[src/rtl/rcw_loader.sv]
module rcw_loader #(
  parameter int          ADDR_W   = 32,
  parameter logic [23:0] PREAMBLE = 24'hAA55AA
) (
  input  logic                 clk,
  input  logic                 rst,
  input  logic                 start,
  input  logic [ADDR_W-21:0]   base_addr,
  input  logic                 in_valid,
  input  logic [7:0]           in_data,
  output logic                 in_ready,
  output logic                 wr_en,
  output logic [ADDR_W-1:0]    wr_addr,
  output logic [31:0]          wr_data,
  output logic [3:0]           wr_be,
  output logic                 done,
  output logic                 error
);
  localparam int OFF_W = 18;
  localparam logic [5:0] HDR_FLAGS = 6'h3E;

  typedef enum logic [2:0] {S_IDLE, S_PRE, S_HDR, S_DAT, S_WR, S_DONE, S_ERR} st_t;

  st_t              st;
  logic [1:0]       idx;
  logic             rec;
  logic [OFF_W-1:0] off;
  logic [3:0]       be;
  logic [31:0]      dq;
  logic [7:0]       pre_exp;

  assign in_ready = (st == S_PRE) || (st == S_HDR) || (st == S_DAT);
  wire   take     = in_valid && in_ready;
  wire   hdr_ok   = in_data[5:0] == HDR_FLAGS;

  always_comb begin
    case (idx)
      2'd0:    pre_exp = PREAMBLE[23:16];
      2'd1:    pre_exp = PREAMBLE[15:8];
      default: pre_exp = PREAMBLE[7:0];
    endcase
  end

  always_ff @(posedge clk) begin
    if (rst) begin
      st  <= S_IDLE;
      idx <= '0;
      rec <= 1'b0;
      off <= '0;
      be  <= '0;
      dq  <= '0;
    end else if (start) begin
      st  <= S_PRE;
      idx <= '0;
      rec <= 1'b0;
    end else begin
      case (st)
        S_PRE: if (take) begin
          if (in_data != pre_exp) st <= S_ERR;
          else if (idx == 2'd2) begin
            st  <= S_HDR;
            idx <= '0;
          end else idx <= idx + 2'd1;
        end
        S_HDR: if (take) begin
          case (idx)
            2'd0: begin
              if (!hdr_ok) st <= S_ERR;
              else begin
                off[17:16] <= in_data[7:6];
                be         <= in_data[4:1];
                idx        <= 2'd1;
              end
            end
            2'd1: begin
              off[15:8] <= in_data;
              idx       <= 2'd2;
            end
            default: begin
              off[7:0] <= in_data;
              idx      <= '0;
              st       <= S_DAT;
            end
          endcase
        end
        S_DAT: if (take) begin
          dq <= {dq[23:0], in_data};
          if (idx == 2'd3) begin
            idx <= '0;
            st  <= S_WR;
          end else idx <= idx + 2'd1;
        end
        S_WR: begin
          if (rec) st <= S_DONE;
          else begin
            rec <= 1'b1;
            st  <= S_HDR;
          end
        end
        default: ;
      endcase
    end
  end

  assign wr_en   = st == S_WR;
  assign wr_addr = {base_addr, off, 2'b00};
  assign wr_data = dq;
  assign wr_be   = be;
  assign done    = st == S_DONE;
  assign error   = st == S_ERR;

  p_reset_idle_r1: assert property (@(posedge clk) rst |=> !in_ready && !wr_en && !done && !error);
  p_pre_err_r2: assert property (@(posedge clk) disable iff (rst)
    (st == S_PRE && take && in_data != pre_exp && !start) |=> error);
  p_err_nowr_r2: assert property (@(posedge clk) disable iff (rst) error |-> !wr_en);
  p_hdr_err_r3: assert property (@(posedge clk) disable iff (rst)
    (st == S_HDR && idx == 2'd0 && take && !hdr_ok && !start) |=> error);
  p_be_full_r3: assert property (@(posedge clk) disable iff (rst) wr_en |-> wr_be == 4'hF);
  p_wr_pulse_r6: assert property (@(posedge clk) disable iff (rst) wr_en |=> !wr_en);
  p_done_hold_r7: assert property (@(posedge clk) disable iff (rst) (done && !start) |=> done);
  p_done_noin_r7: assert property (@(posedge clk) disable iff (rst) done |-> !in_ready);
  p_ready_wr_r8: assert property (@(posedge clk) disable iff (rst) wr_en |-> !in_ready);
  p_start_clear_r9: assert property (@(posedge clk) disable iff (rst) start |=> !done && !error);
  p_excl_r10: assert property (@(posedge clk) disable iff (rst) !(done && error));
endmodule

[config.mk]
export PLATFORM = sky130hd
export DESIGN_NAME = rcw_loader
export DESIGN_NICKNAME = d
export VERILOG_FILES = /design/src/rtl/rcw_loader.sv
export SDC_FILE = /design/constraint.sdc
export NUM_CORES = 1
export LEC_CHECK = 0
export CAP_MARGIN = 20
export CORE_UTILIZATION = 55
export DETAILED_ROUTE_END_ITERATION = 7
export DONT_BUFFER_PORTS = 1
export GPL_TIMING_DRIVEN = 0
export PLACE_DENSITY = 0.7
export SLEW_MARGIN = 20
export SYNTH_ARGS = -nofsm -noshare
export SYNTH_HDL_FRONTEND = slang
export SYNTH_SLANG_ARGS = --single-unit
export TNS_END_PERCENT = 100
[constraint.sdc]
create_clock -name clk -period 2.2 [get_ports clk]
set_clock_uncertainty 0.2 [all_clocks]
set_input_delay 0.22 -clock clk [delete_from_list [all_inputs] [get_ports clk]]
set_output_delay 0.22 -clock clk [all_outputs]
set_load 0.01 [all_outputs]
==> results of run 1 <==
sequential cells by signal (all words and copies together), names as in the netlist:
register,cells
wr_data,32
idx,2
rec,1
wr_be,4
st,3
off,18
kinds of logic (layout without fill, tap and decap cells):
group | count (synthesis) | after routing
AOI/OAI and AO/OA | 56 | 56
other | 1 | 2
buffers and inverters | 40 | 66
adders and majority gates | 6 | 6
DFF | 60 | 60
muxes | 22 | 22
and+or+nand+nor | 126 | 126
routing by layer:
metal  vias up  GRT usage [%]  share of wire (%)
met1       997           32.3                 43
met5         -              0                  0
met3         7           11.7                 10
met4         0           11.3                1.1
li1       1057              -                  -
met2       104           39.0                 46
timing repair:
item,in CTS,in global routing
endpoints found under the setup margin,5,14
hold buffers,10,0
pin swaps,0,1
cloned,0,0
hold endpoints to repair,36,0
resized for setup,3,7
through the flow:
step / std cells / setup slack (ns) / cell area [sq um] / setup TNS [ns] / utilization, %
2_1_floorplan: 312 / 0.194 / 2620 / 0 / -
3_3_place_gp: 364 / -0.0157 / 2690 / -0.0394 / 60.1
3_5_place_dp: 364 / -0.0306 / 2690 / -0.117 / 60.1
4_1_cts: 390 / 0.000250 / 3030 / 0 / 67.8
5_1_grt: 390 / -0.0451 / 3060 / -0.0872 / 68.3
6_report: 390 / 0.0727 / 3060 / 0 / 68.3
layout make-up:
cell class,count,area (sq um)
fill,373,1420
multi-input combinational,212,1230
sequential,60,1200
buffer,34,199
clock buffer,11,151
timing repair buffer,10,100
clock inverter,5,82.6
tap,52,65.1
inverter,6,22.5
critical path: stages, from the launching register on:
cell and delay (ns):
dfxtp_1 0.37, inv_1 0.13, ha_2 0.23, nor2b_4 0.17
nand2_1 0.08, or4_4 0.48, buf_6 0.15, mux2i_1 0.14
nor2_1 0.05
cell usage in the layout (no fill, tap or decap), types with 2 or more instances in the layout:
| cell | Yosys | routed |
|---|---|---|
| and4bb_2 | 3 | 3 |
| conb_1 | 1 | 2 |
| nand3_1 | 3 | 3 |
| o21a_1 | 2 | 2 |
| dfxtp_1 | 60 | 59 |
| mux2i_1 | 22 | 22 |
| o31ai_1 | 2 | 2 |
| clkbuf_8 | 0 | 11 |
| clkbuf_1 | 12 | 12 |
| nand2b_1 | 4 | 4 |
| a21oi_1 | 38 | 38 |
| dlygate4sd3_1 | 0 | 10 |
| and3_1 | 2 | 2 |
| ha_1 | 6 | 5 |
| nand2_1 | 70 | 70 |
| o21ai_0 | 4 | 3 |
| bufinv_16 | 0 | 2 |
| buf_2 | 6 | 6 |
| nor2_1 | 29 | 29 |
| nor2b_1 | 5 | 4 |
| inv_1 | 6 | 6 |
| buf_4 | 15 | 15 |
| o211ai_1 | 2 | 2 |
worst min path at each step:
stage / startpoint / end / slack [ns] / cells past startpoint
floorplan: in_data[0] / wr_data[0] / 0.16 / 2
global placement: in_data[7] / wr_data[7] / 0.16 / 2
detailed placement: in_data[0] / wr_data[0] / 0.17 / 2
CTS: in_valid / st[1] / 0.01 / 3
global route: in_valid / st[1] / 0.04 / 3
finish: in_valid / st[1] / 0.03 / 3
where the power goes:
part	internal, mW	switching (mW)	leakage (nW)	total (mW)
Combinational	0.0647	0.0869	0.659	0.152
Clock	0.704	0.448	0.120	1.15
Sequential	1.09	0.00395	0.484	1.09
==> results.json, run 1 <==
{
  "slew-limit-headroom_pct": 58.7,
  "cp-end-kind": "flop",
  "synth_compound_area_share_pct": 12.2,
  "ir_drop_uv": 553,
  "timing.rr.end": "off[17]",
  "remaining_drc_errors": 7,
  "drive_gt1_share_pct": 15.1,
  "hpwl_mm": 4.12,
  "grt_use_total_pct": 26.0,
  "yosysTopAreaCell": "dfxtp_1",
  "drv_slew": 0,
  "synthXorXnorAreaFrac_pct": 0,
  "synth.top_cell.area_share_pct": 45.8,
  "cts_tree": "yes",
  "finalSetupViolCount": 0,
  "netlist_area_sq_mm": 0.00262,
  "grt_pass1_vias": 2005,
  "drtAntennaViolNets": 0,
  "worst_slew_pin_slew_ns": 0.618,
  "fp.dieH_um": 71.0,
  "coreArea_sq_mm": 0.00447,
  "cp-start-kind": "flop",
  "htree_levels": 3,
  "ys_top_cells_by_area": "dfxtp_1 46%, nand2_1 10%, mux2i_1 8.4%",
  "status": "finished with violations",
  "synth.avg_cell_area_sq_um": 8.42,
  "antenna_found_initial": 0,
  "numPortBuffers": 0,
  "fin_crit_sh_pct": 96.7,
  "clockBufferDepth": 2,
  "gp_congestion": 0.878,
  "reg2reg_from": "idx[0]",
  "power-per-cell-area_mw_per_mm2": 784,
  "path_clk_slew_ns": 0.07,
  "synth_top_family_by_area": "simple AND/OR/NAND/NOR gates",
  "worstSetupPathType": "flop to flop",
  "synth_most_common_cell": "nand2_1",
  "cap_viol_max_count": 0,
  "via_count": 2165,
  "r2r_slack_ns": 0.07,
  "crit_start": "idx[0]",
  "synth_edf_count": 0,
  "min_period_ns": 2.13,
  "synthTopCellsByCount": "70 x nand2_1, 60 x dfxtp_1, 38 x a21oi_1, 29 x nor2_1, 22 x mux2i_1",
  "hold_class": "input pin to flop",
  "yosys.cell_types.count": 38,
  "viasPerCell": 5.55,
  "num_rows": 24,
  "insertion_delay_ns": 0.34,
  "grt_max_degree": 12,
  "synth_warnings": 0,
  "io_pins": 96,
  "die_area_sq_mm": 0.00504,
  "first_pass_iters": 6,
  "grt-ovfl-total": 0,
  "muxShareOfSynthArea_pct": 8.40,
  "worst_ep_arrival_time_ns": 2.14,
  "drt-total-wl_mm": 6.17,
  "diodes": 0,
  "post_cts_buffers": 0,
  "grt_pass1_wl_mm": 9.88,
  "cp.required_ns": 2.21,
  "async_reset_ff_share_pct": 0,
  "hold_violations": 0,
  "synth_top_flop_cell": "dfxtp_1",
  "crit_path_end": "off[17]",
  "fin_hold_ws_ns": 0.0270,
  "routedWlPerCell_um": 15.8,
  "ys_ff_latch": 60,
  "area_growth_syn_to_layout_pct": 16.7,
  "initialDrtViolationCount": 181,
  "violations": "DRC",
  "clock_sinks": 60,
  "die_w_um": 71.0,
  "ys_seq_area_share_pct": 45.8,
  "clock.fmax_mhz": 470,
  "syn_inst": 311,
  "crit_path_max_fanout": 6,
  "r2r_cells": 8,
  "ctsRootBufferMaster": "clkbuf_8",
  "layout.nets": 363,
  "initial_utilization_pct": 58.6,
  "grt_setup_unrepaired": "yes",
  "cts_buffers": 9,
  "synth-simple-area-share_pct": 22.1,
  "synth_fa_ha_area_share_pct": 2.87,
  "p_leak_nw": 1.26,
  "power_mw": 2.40
}
Note: power is estimated with default switching activity, not from simulation.
==> run 2: changes to the inputs <==
Settings changed: REMOVE_ABC_BUFFERS set to 1.
==> run 2 against run 1 <==
The flow still finishes with violations (DRC); register-to-register slack better by 0.07 ns; largest power group unchanged; core utilization down 3.5 points; non-clock buffer count down 34; largest cell class unchanged; final area is 5.1% lower; worst hold slack worse by 0.022 ns; maximum frequency increased by 3.5%; sequential power barely moved; critical path depth down 1; die area unchanged.
==> results.json, run 2 (same netlist as run 1, synthesis figures left out) <==
{
  "min-delay-start": "rst",
  "remaining_drc_errors": 6,
  "cp.required_ns": 2.25,
  "insertion_delay_ns": 0.33,
  "antenna_found_initial": 0,
  "path_cells": "inv_1 -> ha_2 -> and4bb_2 -> a22oi_2 -> nor4_4 -> a2111o_1 -> a21boi_0",
  "cts_buffers": 9,
  "die_area_sq_mm": 0.00504,
  "cts_tree": "yes",
  "drive_gt1_share_pct": 11.2,
  "hpwl_mm": 3.47,
  "p_leak_nw": 1.14,
  "coreArea_sq_mm": 0.00447,
  "numPortBuffers": 0,
  "hold_violations": 0,
  "initialDrtViolationCount": 128,
  "critical-path-max-stage-delay_ns": 0.37,
  "ctsRootBufferMaster": "clkbuf_8",
  "io_pins": 96,
  "worstSetupPathType": "flop to flop",
  "initial_utilization_pct": 58.6,
  "cap_viol_max_count": 0,
  "ir_drop_uv": 564,
  "first_pass_iters": 6,
  "worst_slew_pin_slew_ns": 0.733,
  "min_to": "off[1]",
  "reg2reg_from": "idx[1]",
  "drt-total-wl_mm": 5.61,
  "via_count": 1972,
  "design_area_sq_mm": 0.00290,
  "worst_ep_arrival_time_ns": 2.11,
  "layout_common_cells": "70 x nand2_1, 57 x dfxtp_1, 38 x a21oi_1",
  "htree_levels": 3,
  "gp_congestion": 0.805,
  "clockBufferDepth": 2,
  "r2r_cells": 7,
  "post_cts_buffers": 0,
  "die_w_um": 71.0,
  "clock.fmax_mhz": 486,
  "critPathBufInv": 1,
  "fillers": 388,
  "grt_max_degree": 57,
  "drv_slew": 0,
  "timing.rr.end": "st[1]",
  "clock_sinks": 60,
  "violations": "DRC",
  "cp-start-kind": "flop",
  "min_period_ns": 2.06,
  "min_path_cells": 2,
  "layout.nets": 329,
  "hold_class": "input pin to flop",
  "grt-ovfl-total": 0,
  "fin_hold_ws_ns": 0.00470,
  "path_clk_slew_ns": 0.07,
  "cpMaxStageDelayCell": "dfxtp_2",
  "dpl_cell_area_sq_mm": 0.00250,
  "power-per-cell-area_mw_per_mm2": 833,
  "grt_pass1_wl_mm": 8.83,
  "cp_top_family": "compound AO/OA/AOI/OAI gates",
  "fp.dieH_um": 71.0,
  "status": "finished with violations",
  "viasPerCell": 5.54,
  "regArea_sq_mm": 0.00120,
  "slew-limit-headroom_pct": 51.0,
  "r2r_slack_ns": 0.14,
  "drtAntennaViolNets": 0,
  "cp-end-kind": "flop",
  "routedWlPerCell_um": 15.8,
  "area_growth_syn_to_layout_pct": 10.7,
  "num_rows": 24,
  "grt_pass1_vias": 1789,
  "finalSetupViolCount": 0,
  "multi_input_area_sq_mm": 0.00126,
  "largest_reg_flops": 32,
  "grt_setup_unrepaired": "no",
  "grt_use_total_pct": 23.0,
  "fin_crit_sh_pct": 93.5,
  "final_common_cell": "nand2_1",
  "diodes": 0,
  "crit_path_max_fanout": 7
}
run 2: worst reg2reg max path: stages (launching register included):
cell and delay [ns]:
dfxtp_2 0.37, inv_1 0.10, ha_2 0.24, and4bb_2 0.24, a22oi_2 0.26, nor4_4 0.09, a2111o_1 0.34, a21boi_0 0.14
run 2: stage by stage:
| step | setup slack (ns) | cells | TNS, ns | utilization (%) | power [mW] |
|---|---|---|---|---|---|
| global placement | -0.521 | 330 | -16.88 | 55.6 | 1.19 |
| CTS | 0.0357 | 356 | 0 | 64.2 | 2.43 |
| detailed placement | -0.172 | 330 | -5.30 | 55.8 | 1.19 |
| floorplan | 0.0891 | 278 | 0 | - | 1.18 |
| global route | 0.0154 | 356 | 0 | 64.8 | 2.50 |
| finish | 0.144 | 356 | 0 | 64.8 | 2.42 |
run 2: final cells by class:
type	count	share of cell area (%)
Multi-Input combinational cell	212	43.4
Sequential cell	60	41.5
Clock buffer	10	4.40
Clock inverter	6	3.84
Timing Repair Buffer	10	3.79
Tap cell	52	2.24
Inverter	6	0.776
run 2: report_power, final:
part | internal, mW | switching [mW] | leakage, nW
clock | 0.755 | 0.448 | 0.117
sequential | 1.09 | 0.0151 | 0.485
combinational | 0.0460 | 0.0603 | 0.536
total | 1.89 | 0.524 | 1.14
run 2: how the worst max path moves through the flow:
stage,from,endpoint,slack (ns),depth (start not counted)
6_report,idx[1],st[1],0.14,7
5_1_grt,idx[1],st[0],0.02,7
4_1_cts,st[0],off[16],0.04,5
3_5_place_dp,st[1],wr_data[24],-0.17,4
3_3_place_gp,st[1],wr_data[16],-0.52,4
2_1_floorplan,st[1],wr_data[0],0.09,4
run 2: per-layer routing:
layer  track usage (%)  part of all wire [%]  up-vias
li1                  -                     -      992
met1              29.2                    45      908
met2              33.2                    46       70
met3              11.4                   8.1        2
met4              9.33                  0.41        0
met5                 0                     0        -
run 2: timing repair:
item | in CTS | in global routing
pin swaps | 0 | 0
hold buffers | 10 | 0
hold endpoints to repair | 60 | 0
setup endpoints to repair | 43 | 7
resized for setup | 7 | 8
==> run 3: changes to the inputs <==
Settings changed: CORE_ASPECT_RATIO set to 0.7, CTS_CLUSTER_DIAMETER set to 60.
==> run 3 against run 2 <==
The run still ends with DRC left; die area is essentially flat; highest routed layer unchanged; core utilization shrank 0.64 points; register-to-register slack is essentially flat; wire length is essentially flat; largest power group is now registers; global-route usage grew 0.11 points; setup slack lost 0.0076 ns; final area shrank 1.4%.
==> results.json, run 3 (same netlist as run 1, synthesis figures left out) <==
{
  "status": "finished with violations",
  "violations": "DRC",
  "largest_reg_flops": 32,
  "drv_slew": 0,
  "ctsRootBufferMaster": "clkbuf_8",
  "initial_utilization_pct": 58.8,
  "fin_crit_sh_pct": 93.8,
  "initialDrtViolationCount": 144,
  "hold_class": "input pin to flop",
  "cp.required_ns": 2.21,
  "min_path_cells": 2,
  "met2WireLength_mm": 2.36,
  "viasPerCell": 5.58,
  "internal-power_mw": 1.69,
  "drive_gt1_share_pct": 10.9,
  "wl_met3_um": 599,
  "coreArea_sq_mm": 0.00445,
  "slew-limit-headroom_pct": 59.9,
  "routedWlPerCell_um": 15.6,
  "grt_use_total_pct": 23.1,
  "cp-end-kind": "flop",
  "path_clk_slew_ns": 0.06,
  "cap_viol_max_count": 0,
  "m1WireLength_mm": 2.60,
  "gp_congestion": 0.847,
  "grt_pass1_vias": 1798,
  "drt-total-wl_mm": 5.61,
  "highest_layer": "met4",
  "fin_tns_setup_ns": 0,
  "remaining_drc_errors": 16,
  "ir_drop_uv": 545,
  "layout.nets": 329,
  "grt_setup_unrepaired": "no",
  "via_count": 2004,
  "first_pass_iters": 6,
  "clockBufferDepth": 2,
  "cts_buffers": 9,
  "hold_violations": 0,
  "diodes": 0,
  "drtAntennaViolNets": 0,
  "clock.fmax_mhz": 485,
  "cp-start-kind": "flop",
  "worst_ep_arrival_time_ns": 2.08,
  "design_area_sq_mm": 0.00286,
  "hpwl_mm": 3.55,
  "power-per-cell-area_mw_per_mm2": 759,
  "final_core_util_pct": 64.2,
  "final_common_cell": "nand2_1",
  "htree_levels": 3,
  "fp.dieH_um": 59.7,
  "area_growth_syn_to_layout_pct": 9.17,
  "die_area_sq_mm": 0.00505,
  "io_pins": 96,
  "die_w_um": 84.5,
  "clock_sinks": 60,
  "p_switching_uw": 480,
  "worst_slew_pin_slew_ns": 0.600,
  "num_rows": 20,
  "fillers": 399,
  "dpl_cell_area_sq_mm": 0.00250,
  "r2r_cells": 7,
  "grt_max_degree": 57,
  "crit_path_max_fanout": 6,
  "numPortBuffers": 0,
  "finalSetupViolCount": 0,
  "antenna_found_initial": 0,
  "cts_tree": "yes",
  "insertion_delay_ns": 0.32,
  "p_seq_share_pct": 51.0,
  "p_clk_share_pct": 44.0,
  "grt_pass1_wl_mm": 8.89,
  "swShare_pct": 22.1,
  "layout_common_cells": "70 x nand2_1, 57 x dfxtp_1, 38 x a21oi_1",
  "min_period_ns": 2.06,
  "worstSetupPathType": "flop to flop",
  "pwr-share-comb_pct": 5.0,
  "p_leak_nw": 1.12,
  "grt-ovfl-total": 0
}
## run 3: power groups by stage
stage | Clock (mW) | Sequential [mW] | Combinational (mW)
floorplan | 0 | 1.12 | 0.0513
global placement | 0 | 1.13 | 0.0600
detailed placement | 0 | 1.13 | 0.0610
CTS | 0.987 | 1.10 | 0.101
global route | 1.04 | 1.11 | 0.118
finish | 0.955 | 1.11 | 0.108
## run 3: area by class of cell
cell class	instances	area, sq um	area share, %
clock inverters	4	48.8	1.71
flip-flops and latches	60	1200	42.1
multi-input cells	212	1260	44.1
well taps	55	68.8	2.41
repair buffers	10	110	3.85
inverters	6	22.5	0.787
clock buffers	12	145	5.07
## run 3: final timing paths
check | startpoint | to | slack, ns
setup reg to reg | idx[0] | off[16] | 0.14
setup / recovery | idx[0] | off[16] | 0.14
hold reg to reg | wr_be[3] | wr_be[3] | 0.29
hold / removal | rst | off[11] | 0.01
## run 3: critical path, stage by stage, from the launching register on
cell	delay [ns]
dfxtp_1	0.37
inv_1	0.12
ha_1	0.22
nor2b_4	0.19
nand2_1	0.08
or4_4	0.55
mux2i_1	0.17
nor2_1	0.05
## run 3: per-layer routing
metal | track usage [%] | vias to the layer above
li1 | - | 999
met1 | 31.4 | 916
met2 | 31.1 | 81
met3 | 11.5 | 8
met4 | 8.72 | 0
met5 | 0 | -
## run 3: repair_timing
item | CTS | global route
resized for setup | 4 | 12
endpoints found under the hold margin | 59 | 0
buffers inserted | 0 | 0
hold buffers | 10 | 0
endpoints found under the setup margin | 40 | 47
## run 3: metrics by stage
step / std cells / setup slack, ns / total power, mW / hold WS [ns]
after CTS: 359 / 0.0191 / 2.19 / 0.00392
after global placement: 333 / -0.478 / 1.19 / 0.0940
after detailed placement: 333 / -0.464 / 1.19 / 0.0959
after floorplan: 278 / 0.0891 / 1.18 / 0.0891
after global routing: 359 / 0.00931 / 2.26 / 0.0137
final: 359 / 0.136 / 2.17 / 0.0148
